==> src/rtl/sac_pkg.sv <==
package sac_pkg;

  localparam int TRL_BYTES = 16;
  localparam int TRL_W     = TRL_BYTES * 8;
  localparam int BLK_NUM   = 4;
  localparam int BLK_W     = 2;
  localparam int TRL_IDX   = BLK_NUM - 1;

  typedef enum logic [2:0] {
    OP_READ     = 3'd0,
    OP_WRITE    = 3'd1,
    OP_INC      = 3'd2,
    OP_DEC      = 3'd3,
    OP_RESTORE  = 3'd4,
    OP_TRANSFER = 3'd5
  } sac_op_e;

  // bit 0 grants key A, bit 1 grants key B
  typedef enum logic [1:0] {
    PERM_NONE = 2'b00,
    PERM_A    = 2'b01,
    PERM_B    = 2'b10,
    PERM_AB   = 2'b11
  } sac_perm_e;

  function automatic logic perm_grants(input sac_perm_e p, input logic key_b);
    return key_b ? p[1] : p[0];
  endfunction

endpackage

==> src/rtl/sac_rules.sv <==
module sac_rules
  import sac_pkg::*;
(
  input  logic [2:0] blk_cond_i,  // {C1,C2,C3} of the addressed block
  input  logic [2:0] trl_cond_i,  // {C1,C2,C3} of the trailer
  input  logic       is_trailer_i,
  input  logic       mfr_block_i,
  input  logic       key_b_i,
  input  logic [2:0] op_i,
  output logic       allow_o,
  output logic       keyb_vis_o
);

  sac_perm_e d_rd, d_wr, d_inc, d_dtr;
  sac_perm_e t_rd, t_keya_wr, t_acc_wr, t_keyb_wr, t_wr;
  sac_op_e   op;
  logic      op_known;
  logic      grant;

  always_comb begin
    unique case (blk_cond_i)
      3'b000:  begin d_rd = PERM_AB;   d_wr = PERM_AB;   d_inc = PERM_AB;   d_dtr = PERM_AB;   end
      3'b010:  begin d_rd = PERM_AB;   d_wr = PERM_NONE; d_inc = PERM_NONE; d_dtr = PERM_NONE; end
      3'b100:  begin d_rd = PERM_AB;   d_wr = PERM_B;    d_inc = PERM_NONE; d_dtr = PERM_NONE; end
      3'b110:  begin d_rd = PERM_AB;   d_wr = PERM_B;    d_inc = PERM_B;    d_dtr = PERM_AB;   end
      3'b001:  begin d_rd = PERM_AB;   d_wr = PERM_NONE; d_inc = PERM_NONE; d_dtr = PERM_AB;   end
      3'b011:  begin d_rd = PERM_B;    d_wr = PERM_B;    d_inc = PERM_NONE; d_dtr = PERM_NONE; end
      3'b101:  begin d_rd = PERM_B;    d_wr = PERM_NONE; d_inc = PERM_NONE; d_dtr = PERM_NONE; end
      default: begin d_rd = PERM_NONE; d_wr = PERM_NONE; d_inc = PERM_NONE; d_dtr = PERM_NONE; end
    endcase
  end

  always_comb begin
    unique case (trl_cond_i)
      3'b000:  begin t_rd = PERM_A;  t_keya_wr = PERM_A;    t_acc_wr = PERM_NONE; t_keyb_wr = PERM_A;    end
      3'b010:  begin t_rd = PERM_A;  t_keya_wr = PERM_NONE; t_acc_wr = PERM_NONE; t_keyb_wr = PERM_NONE; end
      3'b100:  begin t_rd = PERM_AB; t_keya_wr = PERM_B;    t_acc_wr = PERM_NONE; t_keyb_wr = PERM_B;    end
      3'b110:  begin t_rd = PERM_AB; t_keya_wr = PERM_NONE; t_acc_wr = PERM_NONE; t_keyb_wr = PERM_NONE; end
      3'b001:  begin t_rd = PERM_A;  t_keya_wr = PERM_A;    t_acc_wr = PERM_A;    t_keyb_wr = PERM_A;    end
      3'b011:  begin t_rd = PERM_AB; t_keya_wr = PERM_B;    t_acc_wr = PERM_B;    t_keyb_wr = PERM_B;    end
      3'b101:  begin t_rd = PERM_AB; t_keya_wr = PERM_NONE; t_acc_wr = PERM_B;    t_keyb_wr = PERM_NONE; end
      default: begin t_rd = PERM_AB; t_keya_wr = PERM_NONE; t_acc_wr = PERM_NONE; t_keyb_wr = PERM_NONE; end
    endcase
    t_wr = sac_perm_e'(t_keya_wr | t_acc_wr | t_keyb_wr);
  end

  // key B is readable exactly where key A may read it
  assign keyb_vis_o = (t_keyb_wr == PERM_A) || (trl_cond_i == 3'b010);

  always_comb begin
    op       = sac_op_e'(op_i);
    op_known = 1'b1;
    grant    = 1'b0;
    if (is_trailer_i) begin
      unique case (op_i)
        3'd0:    grant = perm_grants(t_rd, key_b_i);
        3'd1:    grant = perm_grants(t_wr, key_b_i);
        default: grant = 1'b0;
      endcase
    end else begin
      case (op)
        OP_READ:                        grant = perm_grants(d_rd, key_b_i);
        OP_WRITE:                       grant = perm_grants(d_wr, key_b_i) && !mfr_block_i;
        OP_INC:                         grant = perm_grants(d_inc, key_b_i) && !mfr_block_i;
        OP_DEC, OP_RESTORE, OP_TRANSFER: grant = perm_grants(d_dtr, key_b_i) && !mfr_block_i;
        default:                        op_known = 1'b0;
      endcase
    end
    allow_o = grant && op_known && !(key_b_i && keyb_vis_o);
  end

endmodule

==> config.mk <==
export PLATFORM = sky130hd
export DESIGN_NAME = sac_rules
export DESIGN_NICKNAME = d
export VERILOG_FILES = /design/src/rtl/sac_pkg.sv /design/src/rtl/sac_rules.sv
export SDC_FILE = /design/constraint.sdc
export NUM_CORES = 1
export LEC_CHECK = 0
export ABC_CLOCK_PERIOD_IN_PS = 1400
export BUFFER_PORTS_ARGS = -buffer_cell sky130_fd_sc_hd__buf_2
export CAP_MARGIN = 10
export CORE_AREA = 2 2 39 41
export DETAILED_ROUTE_END_ITERATION = 12
export DIE_AREA = 0 0 41 43
export MAX_ROUTING_LAYER = met4
export SLEW_MARGIN = 20
export SYNTH_ARGS = -nofsm -noshare
export SYNTH_HDL_FRONTEND = slang
export SYNTH_SLANG_ARGS = --single-unit
==> constraint.sdc <==
create_clock -name vclk -period 1.4
set_clock_uncertainty 0.1 [all_clocks]
set_input_delay 0.28 -clock vclk [all_inputs]
set_output_delay 0.28 -clock vclk [all_outputs]
set_load 0.005 [all_outputs]
Word-level counts from Yosys, hierarchy flattened
Cells that the tools add are included.

Register bits after elaboration: 0. Output and inout port bits: 2.

Eq/ne operators: 17. Multiplexer cells: 18. Bitwise gates (word level): 2. Reductions and logical operators: 22.

Operator list (number): $eq 3x3->1 const B (7); $pmux 2 s2 (5); $eq 3x2->1 const B (6); $reduce_or 3->1 (4); $eq 3x1->1 const B (3); $logic_not 3->1 (3); $mux 1 (9); $reduce_or 2->1 (4); $logic_and 1x1->1 (6); $reduce_or 6->1 (1); $reduce_or 5->1 (1); $mux 2 (2); $or 2x2->2 (2); $pmux 1 s4 (1); $eq 2x1->1 const B (1); $logic_not 1->1 (2); $pmux 1 s2 (1); $logic_or 1x1->1 (1).

Longest topological paths before layout
Gate-level depths: netlist (run 1).

Word-level depth: 10. Mapped depth: 4. Gate-level depth less buffers: 4.

Worst setup path after synthesis (run 1)
No wires, ideal clock.

Path kind: input to output. From: input blk_cond_i[1]. To: output allow_o. Arrival time: 993 ps. Setup slack: 27 ps. Stages: 4. Path buffers: 0. Path through: xor2_1 o32a_1 a31oi_1 and4_1.

Word-level cells in the longest chain between the ends: 9.

RTL lines: start, declared (RTL line sac_rules.sv:4) `input logic [2:0] blk_cond_i,`; $eq 3x3->1, or another cell as far along (RTL line sac_rules.sv:21) `unique case (blk_cond_i)`; $reduce_or 3->1 (no source line); $pmux 2 s2 / $mux 2 (equally long branches) (RTL line sac_rules.sv:21); $mux 1 (RTL line sac_pkg.sv:27) `return key_b ? p[1] : p[0];`; $logic_and 1x1->1, on equally long branches (RTL line sac_rules.sv:63, sac_rules.sv:65); $pmux 1 s4 * (RTL line sac_rules.sv:61) `case (op)`; $mux 1 * (RTL line sac_rules.sv:54) `if (is_trailer_i) begin`; $logic_and 1x1->1 * (2 in a row) (RTL line sac_rules.sv:69) `allow_o = grant && op_known && !(key_b_i && keyb_vis_o);`; end, declared (RTL line sac_rules.sv:10) `output logic allow_o,`.

Every way passes the cells marked *; elsewhere a longest branch is shown, timed or not.

Worst setup path in the final report (run 1)
Ends and elaborated chain as after synthesis.

==> results_dict.tcl, run 1 <==
set metrics [dict create \
    outcome "finished with violations" \
    violations "negative setup slack" \
    startpoint_type "primary input" \
    tightestPinTransition_ps 223 \
    routed_wl_um 466 \
    dpl.hpwl_um 413 \
    grt_pass1_vias 210 \
    critPathTopFamily "compound AO/OA/AOI/OAI gates" \
    seq_area_um2 0 \
    core_um2 1380 \
    clkbuf_count 0 \
    antenna_found_initial 0 \
    instances_no_fill 55 \
    die_w_um 41 \
    port_buffers 14 \
    path_cells "buf_8 -> xor2_1 -> o32a_1 -> a31oi_1 -> and4_1 -> buf_2" \
    row_count 14 \
    drtIter0Drc 5 \
    clock.fmax_mhz 628 \
    peakVddDrop_mv 0.0863 \
    die-height_um 43 \
    fill_cells 151 \
    syn_area_per_cell_um2 6.67 \
    overflow 0 \
    area_delta_synth_final_pct 97.3 \
    seq_cell_count 0 \
    holdWs_ps 712 \
    drc_errors 0 \
    netlist_area_um2 140 \
    synth_seq_area_share 0 \
    grt_pass1_wl_um 800 \
    synth_largest_area_cell "nand2b_1" \
    rsz0062_at_grt "true" \
    setup_tns_ps -193 \
    initial_core_util 0.101 \
    gr-usage-all-layers 0.0604 \
    powerDensity_nw_per_um2 261 \
    firstDrtPassIters 4 \
    layout-drive-gt1-share 0.513 \
    vias 222 \
    io_pins 14 \
    vias_per_cell 4.04 \
    final_util 0.200 \
    end_kind "output pin" \
    netlist.area_leader.share 0.0893 \
    synth_fp_nets 33 \
    synthTopCellsByCount "2 x a21oi_1, 2 x inv_1, 2 x nand2b_1" \
    drv_slew 0 \
    setup_viol 1 \
    critical_path.max_stage_delay_ps 280 \
    ant_nets 0 \
    crit_type "in -> out" \
    ys_types 18 \
    path_max_fanout 4 \
    synthTopCellsByArea "nand2b_1 8.9%, maj3_2 8.0%, a21oi_1 7.1%, o211a_1 7.1%, o32a_1 7.1%" \
    hold_viol 0 \
    pre_cts_ws_ps -229 \
    wl_per_cell_um 8.47 \
    maxSlewHeadroom 0.849 \
    yosysWarningCount 0 \
    crit_buf_inv 2 \
    critical_path_arrival_ps 1210 \
    multiInputGateArea_um2 129 \
    final_nets 53 \
    cap_violations 0 \
    required_ps 1020 \
    post_cts_buffers 0 \
    p_leak_uw 0.000140 \
    synthCells 21 \
    slowest_stage "o32a_1" \
    fin_crit_ps 1590 \
    grt_max_degree 5 \
    finalCritPeriodShare 1.14 \
    die_area_um2 1760 \
    n_antenna_cell 0 \
    gp_congestion 0.748 \
    min_path_type "in -> out" \
    numPlacedInstances 55 \
    setup_ws_ps -193 \
]
worst paths after layout:
kind | from | to | slack (ps) | cells past startpoint
max | blk_cond_i[1] | allow_o | -190 | 6
min | trl_cond_i[0] | keyb_vis_o | 710 | 3
cell families (layout without fill, tap and decap cells):
family | Yosys count | in the layout | synth area share
AOI/OAI and AO/OA | 10 | 10 | 0.509
and+or+nand+nor | 6 | 6 | 0.268
buffers and inverters | 3 | 21 | 0.0804
adders and majority gates | 1 | 1 | 0.0804
xor gates and xnor gates | 1 | 1 | 0.0625
report_power, final:
part	leakage (uW)	total [uW]	internal, uW	switching (uW)
sequential	0	0	0	0
combinational	0.000140	72.1	42.5	29.6
clock	0	0	0	0
through the flow:
stage          power [uW]  instance area [um2]
6_report             72.1                  277
5_1_grt              80.3                  277
4_1_cts              71.2                  273
3_5_place_dp         67.2                  260
3_3_place_gp         66.6                  260
2_1_floorplan        25.7                  140
layout make-up:
cell class         count  area share
inverters              3      0.0407
multi-input cells     18       0.466
well taps             16      0.0724
repair buffers        18       0.421
routing by layer:
metal / track usage / vias to the layer above / wire length (um)
li1: - / 119 / -
met1: 0.0949 / 91 / 229
met2: 0.0875 / 12 / 162
met3: 0.00524 / 0 / 74
met4: 0 / 0 / 0
met5: - / - / 0
placed cells by master (no fill, tap or decap):
master / n
and4_1: 1
nor3b_1: 1
o211a_1: 1
maj3_2: 1
o21a_1: 1
nand2b_1: 2
o21ai_0: 1
o311ai_1: 1
nand3_1: 1
inv_1: 2
o22ai_1: 1
a31oi_1: 1
xor2_1: 1
inv_2: 1
a211oi_1: 1
a21oi_1: 2
nor2_1: 1
buf_8: 1
buf_4: 4
o32a_1: 1
buf_2: 12
buf_6: 1
repair_timing:
action                     in CTS  in global routing
resized for setup               4                  1
setup endpoints to repair       1                  1
hold buffers                    0                  0
(Power assumes the default switching activity.)
==> run 2: changes to the inputs <==
--- a/config.mk
+++ b/config.mk
@@ -12,6 +12,7 @@
 export DETAILED_ROUTE_END_ITERATION = 12
 export DIE_AREA = 0 0 41 43
 export MAX_ROUTING_LAYER = met4
+export PLACE_DENSITY = 0.4
 export SLEW_MARGIN = 20
 export SYNTH_ARGS = -nofsm -noshare
 export SYNTH_HDL_FRONTEND = slang
==> results_dict.tcl, run 2 (synthesis gave the netlist of run 1 again) <==
set metrics [dict create \
    outcome "finished with violations" \
    violations "negative setup slack" \
    die-height_um 43 \
    holdWs_ps 710 \
    initial_core_util 0.101 \
    gp_congestion 0.648 \
    drc_errors 0 \
    grt_pass1_vias 175 \
    min_path_type "in -> out" \
    end_kind "output pin" \
    peakVddDrop_mv 0.0635 \
    hold_start "trl_cond_i[2]" \
    finalCritPeriodShare 1.14 \
    io_pins 14 \
    crit_buf_inv 2 \
    path_max_fanout 4 \
    placed_area_um2 260 \
    final_nets 53 \
    layout-drive-gt1-share 0.513 \
    cap_violations 0 \
    port_buffers 14 \
    cp.depth 6 \
    powerDensity_nw_per_um2 259 \
    final_common_cell "buf_2" \
    dpl.hpwl_um 419 \
    wl_per_cell_um 8.51 \
    maxSlewHeadroom 0.862 \
    path_cells "buf_8 -> xor2_1 -> o32a_1 -> a31oi_1 -> and4_1 -> buf_2" \
    critPathTopFamily "compound AO/OA/AOI/OAI gates" \
    firstDrtPassIters 2 \
    rsz0062_at_grt "true" \
    fill_cells 163 \
    fin_crit_ps 1590 \
    ant_nets 0 \
    die_area_um2 1760 \
    clkbuf_count 0 \
    row_count 14 \
    whs_endpoint "keyb_vis_o" \
    design_area_um2 277 \
    seq_cell_count 0 \
    hold_viol 0 \
    routed_wl_um 468 \
    drtIter0Drc 1 \
    holdPathStages 3 \
    vias_per_cell 4.00 \
    drv_slew 0 \
    cts-hold-fix-buffers 0 \
    grt_pass1_wl_um 655 \
    core_um2 1380 \
    tightestPinTransition_ps 204 \
    seq_area_um2 0 \
    slowest_stage "o32a_1" \
    gr-usage-all-layers 0.0512 \
    grt_max_degree 5 \
    critical_path.max_stage_delay_ps 280 \
    overflow 0 \
    required_ps 1020 \
    antenna_found_initial 0 \
    clock.fmax_mhz 628 \
    startpoint_type "primary input" \
    die_w_um 41 \
    area_delta_synth_final_pct 97.3 \
    setup_ws_ps -192 \
    mostFrequentLayoutCells "12 x buf_2, 4 x buf_4, 2 x a21oi_1, 2 x inv_1, 2 x nand2b_1" \
    n_antenna_cell 0 \
    p_leak_uw 0.000140 \
    critical_path_arrival_ps 1210 \
    vias 220 \
    setup_viol 1 \
    crit_type "in -> out" \
]
## run 2: per-stage QoR
step | util | setup slack [ps] | cells | total power [uW] | TNS, ps
finish | 0.200 | -192 | 55 | 71.7 | -192
detailed placement | 0.188 | -225 | 55 | 67.8 | -225
global route | 0.200 | -242 | 55 | 79.3 | -242
CTS | 0.197 | -193 | 55 | 71.6 | -193
global placement | 0.188 | -229 | 55 | 67.5 | -229
floorplan | - | 27.4 | 21 | 25.7 | 0
## run 2: how the worst max path moves through the flow
stage / startpoint / end / slack, ps
4_1_cts: blk_cond_i[1] / allow_o / -190
3_5_place_dp: blk_cond_i[1] / allow_o / -220
6_report: blk_cond_i[1] / allow_o / -190
5_1_grt: blk_cond_i[1] / allow_o / -240
3_3_place_gp: blk_cond_i[1] / allow_o / -230
2_1_floorplan: blk_cond_i[1] / allow_o / 30
## run 2: timing repair
item                       in CTS  in global routing
setup endpoints to repair       1                  1
gates resized for setup         4                  1
buffers inserted                0                  0
## run 2: power breakdown
group	internal [uW]	switching (uW)	leakage, uW
combinational	42.5	29.2	0.000140
clock	0	0	0
sequential	0	0	0
## run 2: area by class of cell
type | instances | area, um2 | share of cell area
Tap cell | 16 | 20.0 | 0.0724
Inverter | 3 | 11.3 | 0.0407
Multi-Input combinational cell | 18 | 129 | 0.466
Timing Repair Buffer | 18 | 116 | 0.421
## run 2: routing by layer
metal | track usage | vias up | wire [um]
met5 | - | - | 0
met4 | 0 | 0 | 0
met3 | 0 | 0 | 55
met2 | 0.0750 | 10 | 186
met1 | 0.0823 | 90 | 226
li1 | - | 120 | -
## run 2: worst min-delay path, delay by kind of cell
family / cells / cell delay (ps)
buf+inv: 2 / 210
compound gates: 1 / 40
==> run 3: changes to the inputs <==
--- a/config.mk
+++ b/config.mk
@@ -5,7 +5,7 @@
 export SDC_FILE = /design/constraint.sdc
 export NUM_CORES = 1
 export LEC_CHECK = 0
-export ABC_CLOCK_PERIOD_IN_PS = 1400
+export ABC_CLOCK_PERIOD_IN_PS = 1610
 export BUFFER_PORTS_ARGS = -buffer_cell sky130_fd_sc_hd__buf_2
 export CAP_MARGIN = 10
 export CORE_AREA = 2 2 39 41
==> constraint.sdc (replaced) <==
create_clock -name vclk -period 1.61
set_clock_uncertainty 0.1 [all_clocks]
set_input_delay 0.322 -clock vclk [all_inputs]
set_output_delay 0.322 -clock vclk [all_outputs]
set_load 0.005 [all_outputs]
==> results_dict.tcl, run 3 (synthesis gave the netlist of run 1 again) <==
set metrics [dict create \
    comb_power_share 1.000 \
    pwr-share-clk 0 \
    ant_nets 0 \
    holdWs_ps 797 \
    crit_type "in -> out" \
    path_cells "buf_8 -> xor2_1 -> o32a_1 -> a31oi_1 -> and4_1 -> buf_2" \
    fin_crit_ps 1680 \
    finalCritPeriodShare 1.05 \
    slowest_stage "o32a_1" \
    core_um2 1380 \
    initial_core_util 0.101 \
    wl_per_cell_um 8.98 \
    row_count 14 \
    seq_cell_count 0 \
    drc_errors 0 \
    startpoint_type "primary input" \
    grt_pass1_vias 173 \
    die_w_um 41 \
    port_buffers 14 \
    hold_viol 0 \
    area_delta_synth_final_pct 95.5 \
    drv_slew 0 \
    clock.fmax_mhz 594 \
    critical_path_arrival_ps 1260 \
    firstDrtPassIters 4 \
    mostFrequentLayoutCells "12 x buf_2, 3 x buf_4, 2 x a21oi_1, 2 x inv_1, 2 x nand2b_1" \
    seq_area_um2 0 \
    layout-drive-gt1-share 0.526 \
    cts-hold-fix-buffers 0 \
    path_max_fanout 4 \
    setup_ws_ps -72.6 \
    met3WireLength_um 55 \
    p_int_uw 35.9 \
    met2WireLength_um 198 \
    drt-met1-wl_um 232 \
    p_sw_uw 26.6 \
    clkbuf_count 0 \
    grt_pass1_wl_um 676 \
    required_ps 1190 \
    powerDensity_nw_per_um2 228 \
    die-height_um 43 \
    grt_max_degree 5 \
    end_kind "output pin" \
    netSwitchingFraction 0.425 \
    tightestPinTransition_ps 201 \
    dpl.hpwl_um 411 \
    cap_violations 0 \
    final_common_cell "buf_2" \
    outcome "finished with violations" \
    maxSlewHeadroom 0.864 \
    final_nets 52 \
    vias_per_cell 4.19 \
    overflow 0 \
    gp_congestion 0.611 \
    seq_power_share 0 \
    gr-usage-all-layers 0.0522 \
    drtIter0Drc 5 \
    routed_wl_um 485 \
    critical_path.max_stage_delay_ps 270 \
    n_antenna_cell 0 \
    top_layer "met3" \
    rsz0062_at_grt "true" \
    min_path_type "in -> out" \
    numPlacedInstances 54 \
    io_pins 14 \
    total_power_uw 62.5 \
    setup_viol 1 \
    vias 226 \
    die_area_um2 1760 \
    p_leak_uw 0.000136 \
    instances_no_fill 54 \
    antenna_found_initial 0 \
    peakVddDrop_mv 0.0585 \
    violations "negative setup slack" \
]
==> run 3: power by group through the flow <==
stage               combinational, uW  clock, uW  sequential, uW
global placement                 57.0          0               0
detailed placement               57.0          0               0
global route                     69.3          0               0
floorplan                        22.4          0               0
CTS                              60.4          0               0
finish                           62.5          0               0
==> run 3: stage by stage <==
stage	worst slack [ps]	utilization	setup TNS [ps]	cell area [um2]
after detailed placement	-111	0.183	-111	253
after CTS	-79.6	0.192	-79.6	265
after floorplan	153	-	0	140
after global routing	-122	0.198	-122	274
final	-72.6	0.198	-72.6	274
after global placement	-112	0.183	-112	253
==> run 3: final cells by class <==
cell class / instances / area, um2
fillers: 159 / 1110
multi-input cells: 18 / 134
repair buffers: 17 / 109
well taps: 16 / 20.0
inverters: 3 / 11.3
==> run 3: final timing paths <==
path                       from  slack (ps)  cells past startpoint    endpoint
hold / removal    trl_cond_i[0]         800                      3  keyb_vis_o
setup / recovery  blk_cond_i[1]         -70                      6     allow_o
==> run 3: what timing repair did <==
action / CTS / global route
endpoints found under the setup margin: 1 / 1
buffers inserted: 0 / 0
gates resized for setup: 4 / 2
pin swaps: 0 / 0
==> run 3: layer usage <==
layer	vias to the layer above	global-route usage
met5	-	-
met1	96	0.0823
met3	0	0
met2	12	0.0781
li1	118	-
met4	0	0
==> run 3: critical path, delay by kind of cell <==
| family | cells | cell delay [ps] |
|---|---|---|
| compound gates | 2 | 400 |
| xor+xnor | 1 | 150 |
| simple gates | 1 | 180 |
| buf+inv | 2 | 210 |
